==> config.mk <==
export PLATFORM = sky130hd
export DESIGN_NAME = mdio_mgmt_slave
export DESIGN_NICKNAME = d
export VERILOG_FILES = /design/src/rtl/mdio_pkg.sv /design/src/rtl/mdio_sync_edge.sv /design/src/rtl/mdio_frame_fsm.sv /design/src/rtl/mdio_regbank.sv /design/src/rtl/mdio_mgmt_slave.sv
export SDC_FILE = /design/constraint.sdc
export NUM_CORES = 1
export LEC_CHECK = 0
export ABC_AREA = 1
export BUFFER_PORTS_ARGS = -buffer_cell sky130_fd_sc_hd__buf_4
export CAP_MARGIN = 20
export CORE_MARGIN = 2
export CORE_UTILIZATION = 65
export CTS_BUF_LIST = sky130_fd_sc_hd__clkbuf_4
export DETAILED_ROUTE_END_ITERATION = 8
export MAX_ROUTING_LAYER = met4
export PLACE_DENSITY = 0.83
export SETUP_SLACK_MARGIN = 0.05
export SLEW_MARGIN = 20
export SYNTH_ARGS = -nofsm -noshare
export SYNTH_HDL_FRONTEND = slang
export SYNTH_SLANG_ARGS = --single-unit
==> constraint.sdc <==
create_clock -name clk -period 2.9 [get_ports clk]
set_input_delay 0.435 -clock clk [delete_from_list [all_inputs] [get_ports clk]]
set_output_delay 0.435 -clock clk [all_outputs]
set_load 0.1 [all_outputs]
==> src/rtl/mdio_pkg.sv <==
package mdio_pkg;
  typedef enum logic [2:0] {
    ST_IDLE,
    ST_START,
    ST_HDR,
    ST_TA,
    ST_DATA,
    ST_SKIP
  } mdio_st_e;

  localparam logic [1:0] OP_RD = 2'b10;
  localparam logic [1:0] OP_WR = 2'b01;

  localparam logic [4:0] RA_CTRL = 5'h00;
  localparam logic [4:0] RA_STAT = 5'h01;
  localparam logic [4:0] RA_ADV  = 5'h04;
  localparam logic [4:0] RA_IRQ  = 5'h1B;
  localparam logic [4:0] RA_VEND = 5'h1F;

  localparam int IRQ_N   = 3;
  localparam int ST_LSB  = 1;
  localparam int EN_LSB  = 9;
  localparam int POL_BIT = 9;
endpackage

==> src/rtl/mdio_sync_edge.sv <==
module mdio_sync_edge #(
  parameter int STAGES = 2
) (
  input  logic clk,
  input  logic rst_n,
  input  logic mdc,
  input  logic mdio_i,
  output logic rise,
  output logic bit_d
);
  logic [STAGES:0]   mdc_sh;
  logic [STAGES-1:0] dio_sh;

  always_ff @(posedge clk or negedge rst_n) begin
    if (!rst_n) begin
      mdc_sh <= '0;
      dio_sh <= '1;
    end else begin
      mdc_sh <= {mdc_sh[STAGES-1:0], mdc};
      dio_sh <= {dio_sh[STAGES-2:0], mdio_i};
    end
  end

  assign rise  = mdc_sh[STAGES-1] & ~mdc_sh[STAGES];
  assign bit_d = dio_sh[STAGES-1];
endmodule

==> src/rtl/mdio_frame_fsm.sv <==
module mdio_frame_fsm
  import mdio_pkg::*;
#(
  parameter int PHY_AW = 5,
  parameter int REG_AW = 5,
  parameter int DATA_W = 16
) (
  input  logic              clk,
  input  logic              rst_n,
  input  logic              rise,
  input  logic              bit_d,
  input  logic [PHY_AW-1:0] phy_addr,
  input  logic [DATA_W-1:0] rd_data,
  output logic              rd_stb,
  output logic              wr_stb,
  output logic [REG_AW-1:0] reg_addr,
  output logic [DATA_W-1:0] wr_data,
  output logic              mdio_o,
  output logic              mdio_oe
);
  localparam int HDR_BITS = 2 + PHY_AW + REG_AW;
  localparam int CNT_W    = $clog2(DATA_W + 2) + 1;
  localparam logic [CNT_W-1:0] HDR_LAST  = CNT_W'(HDR_BITS - 1);
  localparam logic [CNT_W-1:0] DATA_LAST = CNT_W'(DATA_W - 1);
  localparam logic [CNT_W-1:0] SKIP_LAST = CNT_W'(DATA_W + 1);

  mdio_st_e            st;
  logic [CNT_W-1:0]    cnt;
  logic [HDR_BITS-1:0] hdr;
  logic [DATA_W-1:0]   sh;
  logic                is_rd;
  logic [REG_AW-1:0]   ra_q;

  logic [HDR_BITS-1:0] hdr_full;
  logic [1:0]          f_op;
  logic [PHY_AW-1:0]   f_phy;
  logic [REG_AW-1:0]   f_ra;
  logic                f_ok;

  assign hdr_full = {hdr[HDR_BITS-2:0], bit_d};
  assign f_op     = hdr_full[HDR_BITS-1 -: 2];
  assign f_phy    = hdr_full[REG_AW +: PHY_AW];
  assign f_ra     = hdr_full[REG_AW-1:0];
  assign f_ok     = ((f_op == OP_RD) || (f_op == OP_WR)) && (f_phy == phy_addr);

  assign reg_addr = ra_q;
  assign rd_stb   = rise && (st == ST_TA) && (cnt == '0) && is_rd;
  assign wr_stb   = rise && (st == ST_DATA) && (cnt == DATA_LAST) && !is_rd;
  assign wr_data  = {sh[DATA_W-2:0], bit_d};

  always_ff @(posedge clk or negedge rst_n) begin
    if (!rst_n) begin
      st      <= ST_IDLE;
      cnt     <= '0;
      hdr     <= '0;
      sh      <= '0;
      is_rd   <= 1'b0;
      ra_q    <= '0;
      mdio_o  <= 1'b0;
      mdio_oe <= 1'b0;
    end else if (rise) begin
      case (st)
        ST_IDLE: begin
          if (!bit_d) st <= ST_START;
        end
        ST_START: begin
          cnt <= '0;
          st  <= bit_d ? ST_HDR : ST_IDLE;
        end
        ST_HDR: begin
          hdr <= hdr_full;
          if (cnt == HDR_LAST) begin
            cnt  <= '0;
            ra_q <= f_ra;
            if (f_ok) begin
              st    <= ST_TA;
              is_rd <= (f_op == OP_RD);
            end else begin
              st <= ST_SKIP;
            end
          end else begin
            cnt <= cnt + 1'b1;
          end
        end
        ST_TA: begin
          if (cnt == '0) begin
            cnt <= cnt + 1'b1;
            if (is_rd) begin
              mdio_oe <= 1'b1;
              mdio_o  <= 1'b0;
              sh      <= rd_data;
            end
          end else begin
            cnt <= '0;
            st  <= ST_DATA;
            if (is_rd) begin
              mdio_o <= sh[DATA_W-1];
              sh     <= {sh[DATA_W-2:0], 1'b0};
            end
          end
        end
        ST_DATA: begin
          if (is_rd) begin
            if (cnt == DATA_LAST) begin
              mdio_oe <= 1'b0;
              mdio_o  <= 1'b0;
            end else begin
              mdio_o <= sh[DATA_W-1];
              sh     <= {sh[DATA_W-2:0], 1'b0};
            end
          end else begin
            sh <= wr_data;
          end
          if (cnt == DATA_LAST) begin
            cnt <= '0;
            st  <= ST_IDLE;
          end else begin
            cnt <= cnt + 1'b1;
          end
        end
        ST_SKIP: begin
          if (cnt == SKIP_LAST) begin
            cnt <= '0;
            st  <= ST_IDLE;
          end else begin
            cnt <= cnt + 1'b1;
          end
        end
        default: st <= ST_IDLE;
      endcase
    end
  end
endmodule

==> src/rtl/mdio_regbank.sv <==
module mdio_regbank
  import mdio_pkg::*;
#(
  parameter int REG_AW = 5,
  parameter int DATA_W = 16,
  parameter logic [DATA_W-1:0] CTRL_RST = 16'h3100,
  parameter logic [DATA_W-1:0] ADV_RST  = 16'h01E1,
  parameter logic [DATA_W-1:0] STAT_VAL = 16'h7849
) (
  input  logic              clk,
  input  logic              rst_n,
  input  logic              rd_stb,
  input  logic              wr_stb,
  input  logic [REG_AW-1:0] addr,
  input  logic [DATA_W-1:0] wdata,
  input  logic [IRQ_N-1:0]  ev,
  output logic [DATA_W-1:0] rd_data,
  output logic [IRQ_N-1:0]  irq_st,
  output logic [IRQ_N-1:0]  irq_en,
  output logic              irq_pol,
  output logic              irq_pend
);
  logic [DATA_W-1:0] ctrl_q;
  logic [DATA_W-1:0] adv_q;
  logic [IRQ_N-1:0]  ien_q;
  logic [IRQ_N-1:0]  ist_q;
  logic              pol_q;
  logic              clr;

  assign clr = rd_stb && (addr == REG_AW'(RA_IRQ));

  always_ff @(posedge clk or negedge rst_n) begin
    if (!rst_n) begin
      ctrl_q <= CTRL_RST;
      adv_q  <= ADV_RST;
      ien_q  <= '0;
      ist_q  <= '0;
      pol_q  <= 1'b0;
    end else begin
      ist_q <= (clr ? '0 : ist_q) | ev;
      if (wr_stb) begin
        case (addr)
          REG_AW'(RA_CTRL): ctrl_q <= wdata;
          REG_AW'(RA_ADV):  adv_q  <= wdata;
          REG_AW'(RA_IRQ):  ien_q  <= wdata[EN_LSB +: IRQ_N];
          REG_AW'(RA_VEND): pol_q  <= wdata[POL_BIT];
          default: ;
        endcase
      end
    end
  end

  always_comb begin
    rd_data = '0;
    case (addr)
      REG_AW'(RA_CTRL): rd_data = ctrl_q;
      REG_AW'(RA_STAT): rd_data = STAT_VAL;
      REG_AW'(RA_ADV):  rd_data = adv_q;
      REG_AW'(RA_IRQ): begin
        rd_data[EN_LSB +: IRQ_N] = ien_q;
        rd_data[ST_LSB +: IRQ_N] = ist_q;
      end
      REG_AW'(RA_VEND): rd_data[POL_BIT] = pol_q;
      default: ;
    endcase
  end

  assign irq_st   = ist_q;
  assign irq_en   = ien_q;
  assign irq_pol  = pol_q;
  assign irq_pend = |(ist_q & ien_q);
endmodule

==> src/rtl/mdio_mgmt_slave.sv <==
module mdio_mgmt_slave
  import mdio_pkg::*;
#(
  parameter int PHY_AW      = 5,
  parameter int REG_AW      = 5,
  parameter int DATA_W      = 16,
  parameter int SYNC_STAGES = 2,
  parameter logic [DATA_W-1:0] CTRL_RST = 16'h3100,
  parameter logic [DATA_W-1:0] ADV_RST  = 16'h01E1,
  parameter logic [DATA_W-1:0] STAT_VAL = 16'h7849
) (
  input  logic              clk,
  input  logic              rst_n,
  input  logic [PHY_AW-1:0] strap_phy_addr,
  input  logic              mdc,
  input  logic              mdio_i,
  output logic              mdio_o,
  output logic              mdio_oe,
  input  logic              ev_link_down,
  input  logic              ev_remote_fault,
  input  logic              ev_lp_ack,
  output logic              irq
);
  logic [PHY_AW-1:0] phy_q;
  logic              rise;
  logic              bit_d;
  logic              rd_stb;
  logic              wr_stb;
  logic [REG_AW-1:0] reg_addr;
  logic [DATA_W-1:0] wr_data;
  logic [DATA_W-1:0] rd_data;
  logic [IRQ_N-1:0]  irq_st;
  logic [IRQ_N-1:0]  irq_en;
  logic              irq_pol;
  logic              irq_pend;

  always_ff @(posedge clk) begin
    if (!rst_n) phy_q <= strap_phy_addr;
  end

  mdio_sync_edge #(.STAGES(SYNC_STAGES)) u_sync (
    .clk    (clk),
    .rst_n  (rst_n),
    .mdc    (mdc),
    .mdio_i (mdio_i),
    .rise   (rise),
    .bit_d  (bit_d)
  );

  mdio_frame_fsm #(.PHY_AW(PHY_AW), .REG_AW(REG_AW), .DATA_W(DATA_W)) u_fsm (
    .clk      (clk),
    .rst_n    (rst_n),
    .rise     (rise),
    .bit_d    (bit_d),
    .phy_addr (phy_q),
    .rd_data  (rd_data),
    .rd_stb   (rd_stb),
    .wr_stb   (wr_stb),
    .reg_addr (reg_addr),
    .wr_data  (wr_data),
    .mdio_o   (mdio_o),
    .mdio_oe  (mdio_oe)
  );

  mdio_regbank #(
    .REG_AW(REG_AW), .DATA_W(DATA_W),
    .CTRL_RST(CTRL_RST), .ADV_RST(ADV_RST), .STAT_VAL(STAT_VAL)
  ) u_regs (
    .clk      (clk),
    .rst_n    (rst_n),
    .rd_stb   (rd_stb),
    .wr_stb   (wr_stb),
    .addr     (reg_addr),
    .wdata    (wr_data),
    .ev       ({ev_lp_ack, ev_link_down, ev_remote_fault}),
    .rd_data  (rd_data),
    .irq_st   (irq_st),
    .irq_en   (irq_en),
    .irq_pol  (irq_pol),
    .irq_pend (irq_pend)
  );

  assign irq = irq_pol ? irq_pend : ~irq_pend;
endmodule

-- Word level (Yosys, flattened, before mapping)
Index checks and enable logic that the tools add are counted.
- add/sub/neg operators: 1
- multipliers: 0
- div/mod/pow operators: 0
- $lt $le $gt $ge: 0
- equal/unequal tests: 24
- shift-type cells: 0
- multiplexer cells: 38
- bitwise gates (word level): 5
- reduce and logical (&&, ||, !) cells: 28
- operator list (operator ; number):
    $mux 16 ; 5
    $pmux 16 s2 ; 1
    $pmux 6 s5 ; 1
    $mux 6 ; 4
    $mux 3 ; 7
    $pmux 3 s6 ; 1
    $pmux 5 s3 ; 1
    $eq 6x4->1 const B ; 2
    $pmux 3 s4 ; 1
    $pmux 4 s3 ; 1
    $reduce_and 2->1 ; 6
    $reduce_and 4->1 ; 3
    $reduce_and 6->1 ; 2
    $eq 5x5->1 const B ; 2
    $mux 1 ; 10
    $logic_and 1x1->1 ; 8
    $ne 2x1->1 const B ; 4
    $ne 2x2->1 const B ; 4
    $pmux 2 s4 ; 1
    $add 6x1->6 const B ; 1
    $eq 3x2->1 const B ; 2
    $eq 3x3->1 const B ; 2
    $eq 6x5->1 const B ; 1
    $logic_not 6->1 ; 1
    23 further kinds ; 25
- register bits: 93
- bits in latches: 0
- memory bits (writable): 0
- memory bits (read-only): 0
- input port bits: 12
- output and inout port bits: 3
- logic and storage cells: 112
- memories: 0

-- Depth between registers and ports, before layout
- depth after elaboration: 8
- depth in mapped cells: 12

-- Hierarchy
Synthesis repeated with hierarchy kept, for this count alone.
- cell total of the unflattened synthesis: 626
- area total of the unflattened synthesis: 4932.2 sq um
- by module, submodules not included (module ; instances ; cells an instance ; area an instance (sq um) ; sequential area each (sq um)):
    mdio_frame_fsm ; 1 ; 355 ; 2675.1 ; 1101.1
    mdio_regbank ; 1 ; 253 ; 1946.9 ; 985.9
    mdio_mgmt_slave ; 1 ; 11 ; 172.7 ; 150.1
    mdio_sync_edge ; 1 ; 7 ; 137.6 ; 127.6

-- Worst setup path before layout
OpenSTA, ideal clock, no wires.
- path kind: register -> output
- from: register u_regs.ien_q[1] (netlist: u_regs.irq_en[1])
- to: output port irq
- arrival: 2.083 ns
- data required time: 2.465 ns
- setup slack: 0.382 ns
- cell stages (with the launch flop): 4
- cell sequence: dfrtp_1 nand2_1 nand3_1 xnor2_1
- word-level cells in the longest chain between the ends: 4
- ends and longest elaborated chain (what ; line ; text):
    from (decl) ; mdio_regbank.sv:25 ; logic [IRQ_N-1:0] ien_q;
    from (signal assigned) ; mdio_regbank.sv:45 ; REG_AW'(RA_IRQ): ien_q <= wdata[EN_LSB +: IRQ_N];
    $and 3x3->3 * ; mdio_regbank.sv:71 ; assign irq_pend = |(ist_q & ien_q);
    $reduce_or 3->1 * ; mdio_regbank.sv:71 ;
    $not 1->1 ; mdio_mgmt_slave.sv:83 ; assign irq = irq_pol ? irq_pend : ~irq_pend;
    $mux 1 * ; mdio_mgmt_slave.sv:83 ;
    to (decl) ; mdio_mgmt_slave.sv:22 ; output logic irq
Mark *: on every way between the ends. The rest lies on a longest branch, timed or not.

-- Worst setup path after layout
- from: register u_regs.ien_q[0] (netlist: u_regs.irq_en[0])
- to: output port irq
Same word-level chain as after synthesis.

==> flow_metrics.py <==
metrics = {
    "run_status": {
        "status": "complete, no violations",
    },
    "cts": {
        "numClockSinks": 93,
        "post_cts_resize_count": 0,
        "cts_htree_levels": 3,
        "cts_buffers": 9,
        "cts.clk_slew.worst_paths_ns": 0.14,
        "cts_tree": "built",
        "cts-root-buf": "clkbuf_4",
        "cts_max_path_buffers": 2,
        "worstSkewPairLatency_ns": 0.44,
    },
    "finish": {
        "nFillCells": 553,
        "diodes": 0,
        "drive_gt1_share_pct": 14.7,
        "fin_util_pct": 70.2,
        "area_growth_pct": 5.98,
        "final_cells": 698,
        "nNetsFinal": 613,
    },
    "sta": {
        "min_period_ns": 1.94,
        "finalCritPeriodShare_pct": 67.0,
        "worst_slew_pin_slew_ns": 0.489,
        "fmax_mhz": 515,
        "rsz0062_at_grt": "false",
        "drv_slew": 0,
        "skew_ns": 0.0173,
        "holdWs_ns": 0.0956,
        "slew_headroom_pct": 67.3,
        "fin_setup_tns_ns": 0,
        "final-setup-viol-count": 0,
        "hold_viol_final": 0,
    },
    "grt": {
        "gr-total-overflow": 0,
        "grt_pass1_wl_mm": 15.6,
        "grt_max_degree": 38,
        "antenna_found_initial": 0,
        "track_usage_pct": 26.3,
        "grt_pass1_vias": 3485,
    },
    "place": {
        "placed_cells": 681,
        "routabilityCongestion": 0.901,
        "hpwl_mm": 6.58,
        "port_buffers": 14,
    },
    "routing": {
        "dr.pass1.iters": 5,
        "detail_route.wl_per_cell_um": 13.7,
        "drtIter0Drc": 283,
        "drc": 0,
        "wirelength_mm": 9.53,
        "drtAntennaViolNets": 0,
        "post_drt_via_cell_ratio": 5.38,
        "vias": 3756,
    },
    "power": {
        "power.density_mw_per_mm2": 657,
        "switching_share_pct": 38.1,
        "seqPwrFrac_pct": 48.1,
        "power_mw": 3.31,
        "p_sw_mw": 1.26,
        "combPwrFrac_pct": 30.3,
        "internal-power_mw": 2.05,
        "p_clk_share_pct": 21.5,
        "p_leak_nw": 2.51,
        "irDropWorstVdd_mv": 0.296,
    },
    "yosys": {
        "ys_types": 36,
        "synth_area_leader_cell": "dfrtp_1",
        "synth.cell_area_mm2": 0.00475,
        "synth_seq_cells": 93,
        "synth_top_area_share_pct": 41.1,
        "synth_edf_count": 5,
        "synthArstFlopShare_pct": 94.6,
        "syn_avg_cell_area_um2": 8.22,
        "ys.flop_type": "dfrtp_1",
        "syn-num-nets": 597,
        "syn_inst": 578,
        "seq_area_frac_synth_pct": 49.8,
        "synthTopCellsByArea": "dfrtp_1, nand2_1, dfstp_2",
        "ys.warnings.count": 0,
    },
    "critical_path": {
        "critPathKind": "reg2out",
        "critPathMaxStageDelay_ns": 0.44,
        "critical_path_arrival_ns": 1.51,
        "required_ns": 2.47,
        "slowest_stage": "dfrtp_1",
        "critPathMaxFanout": 3,
        "reg2reg_depth": 6,
        "cp_num_buf_inv": 1,
        "path_cells": "nand2_1, nand3_1, xnor2_1, buf_4",
        "cp_num_cells": 4,
        "crit_family": "flip-flops",
        "critPathCapture": "irq",
        "r2r_start": "u_sync.mdc_sh[2]",
        "r2r-end": "u_regs.adv_q[15]",
        "cp-end-kind": "primary output",
        "crit_start": "u_regs.irq_en[0]",
        "start_kind": "register",
        "reg2reg_slack_ns": 0.98,
    },
    "hold_path": {
        "hold_depth": 1,
        "hp-class": "in2reg",
    },
    "die": {
        "die_h_um": 89.5,
        "die-area_mm2": 0.00801,
        "die_x_um": 89.5,
        "initial_core_util_pct": 66.2,
        "row_count": 31,
        "io_pins": 15,
        "core-area_mm2": 0.00718,
    },
    "run": {
        "cap_viol_max_count": 0,
    },
}
==> layer usage <==
metal	GRT usage (%)	part of all wire (%)	vias to the layer above
met2	40.1	46	110
met1	35.9	47	1775
met3	5.36	5.0	17
met4	7.60	1.6	0
li1	-	-	1854
met5	-	0	-
==> power groups by stage <==
stage | Clock, mW | Sequential [mW] | Combinational (mW)
floorplan | 0 | 1.64 | 0.710
global placement | 0 | 1.61 | 0.968
detailed placement | 0 | 1.62 | 0.994
CTS | 0.720 | 1.59 | 1.00
global route | 0.783 | 1.61 | 1.13
finish | 0.712 | 1.59 | 1.00
==> cells in the final DEF (no fill, tap or decap), types with 7 or more instances in the layout <==
cell type,n
inv_1,59
nand2_1,201
a21boi_1,8
o21ai_0,32
nor2_1,45
dfstp_2,10
clkbuf_4,10
buf_4,17
o21ai_1,18
nand3_1,31
o21ai_2,14
a21oi_1,8
ha_1,7
dfrtp_1,78
==> logic make-up after synthesis <==
logic type,count (synthesis),synth area share [%]
AOI/OAI and AO/OA,86,11.0
buffers and inverters,78,7.61
adders and majority gates,7,1.84
and+or+nand+nor,311,29.3
DFF,93,49.8
xor gates and xnor gates,3,0.553
==> Yosys cell counts, types with 2 or more instances <==
cell type and instances:
nor2_4 4, buf_6 8, dfstp_2 10, o21bai_1 3, buf_2 2, xor2_1 2
nand3_1 31, inv_1 59, o21ai_2 14, nand4_1 6, clkbuf_1 2, nand2_4 2
nand3_2 2, nand3_4 3, nand2_2 5, a21oi_1 8, o21ai_1 18, edfxtp_1 5
nor2_2 6, nor3_1 2, a21boi_1 8, ha_1 7, nor2_1 45, nor2_8 2
o21ai_0 32, inv_2 5, dfrtp_1 78, nand2_1 201
==> sequential cells by signal, indices dropped and copies added, names as in the netlist <==
name / flops
u_fsm.sh: 16
u_regs.adv_q: 16
u_regs.ctrl_q: 16
u_fsm.hdr: 11
u_fsm.cnt: 6
phy_q: 5
u_fsm.reg_addr: 5
u_fsm.st: 3
u_regs.irq_en: 3
u_regs.irq_st: 3
u_sync.mdc_sh: 3
u_sync.dio_sh: 2
u_fsm.is_rd: 1
u_fsm.mdio_o: 1
u_fsm.mdio_oe: 1
u_regs.irq_pol: 1
==> what timing repair did <==
action	CTS	global route
buffers inserted	0	0
hold endpoints to repair	24	0
hold buffers	1	0
==> how the worst min path moves through the flow <==
stage                           from               end
finish                           mdc  u_sync.mdc_sh[0]
global placement    u_sync.mdc_sh[0]  u_sync.mdc_sh[1]
CTS                           mdio_i  u_sync.dio_sh[0]
detailed placement  u_sync.mdc_sh[0]  u_sync.mdc_sh[1]
global route                  mdio_i  u_sync.dio_sh[0]
floorplan                      rst_n      u_fsm.cnt[0]
==> cell type report <==
type / instances / area, um2 / area share (%)
inverter: 65 / 246 / 4.89
clock buffer: 10 / 75.1 / 1.49
sequential: 93 / 2360 / 47.0
tap: 99 / 124 / 2.46
multi-input combinational: 407 / 2030 / 40.2
timing repair buffer: 18 / 138 / 2.73
clock inverter: 6 / 62.6 / 1.24
==> through the flow <==
| stage | setup WS [ns] | instance area, um2 |
|---|---|---|
| final | 0.957 | 5040 |
| after CTS | 0.945 | 5040 |
| after global routing | 0.828 | 5040 |
| after detailed placement | 1.02 | 4890 |
| after floorplan | 0.382 | 4750 |
| after global placement | 1.05 | 4890 |
Note: power is estimated with default switching activity, not from simulation.
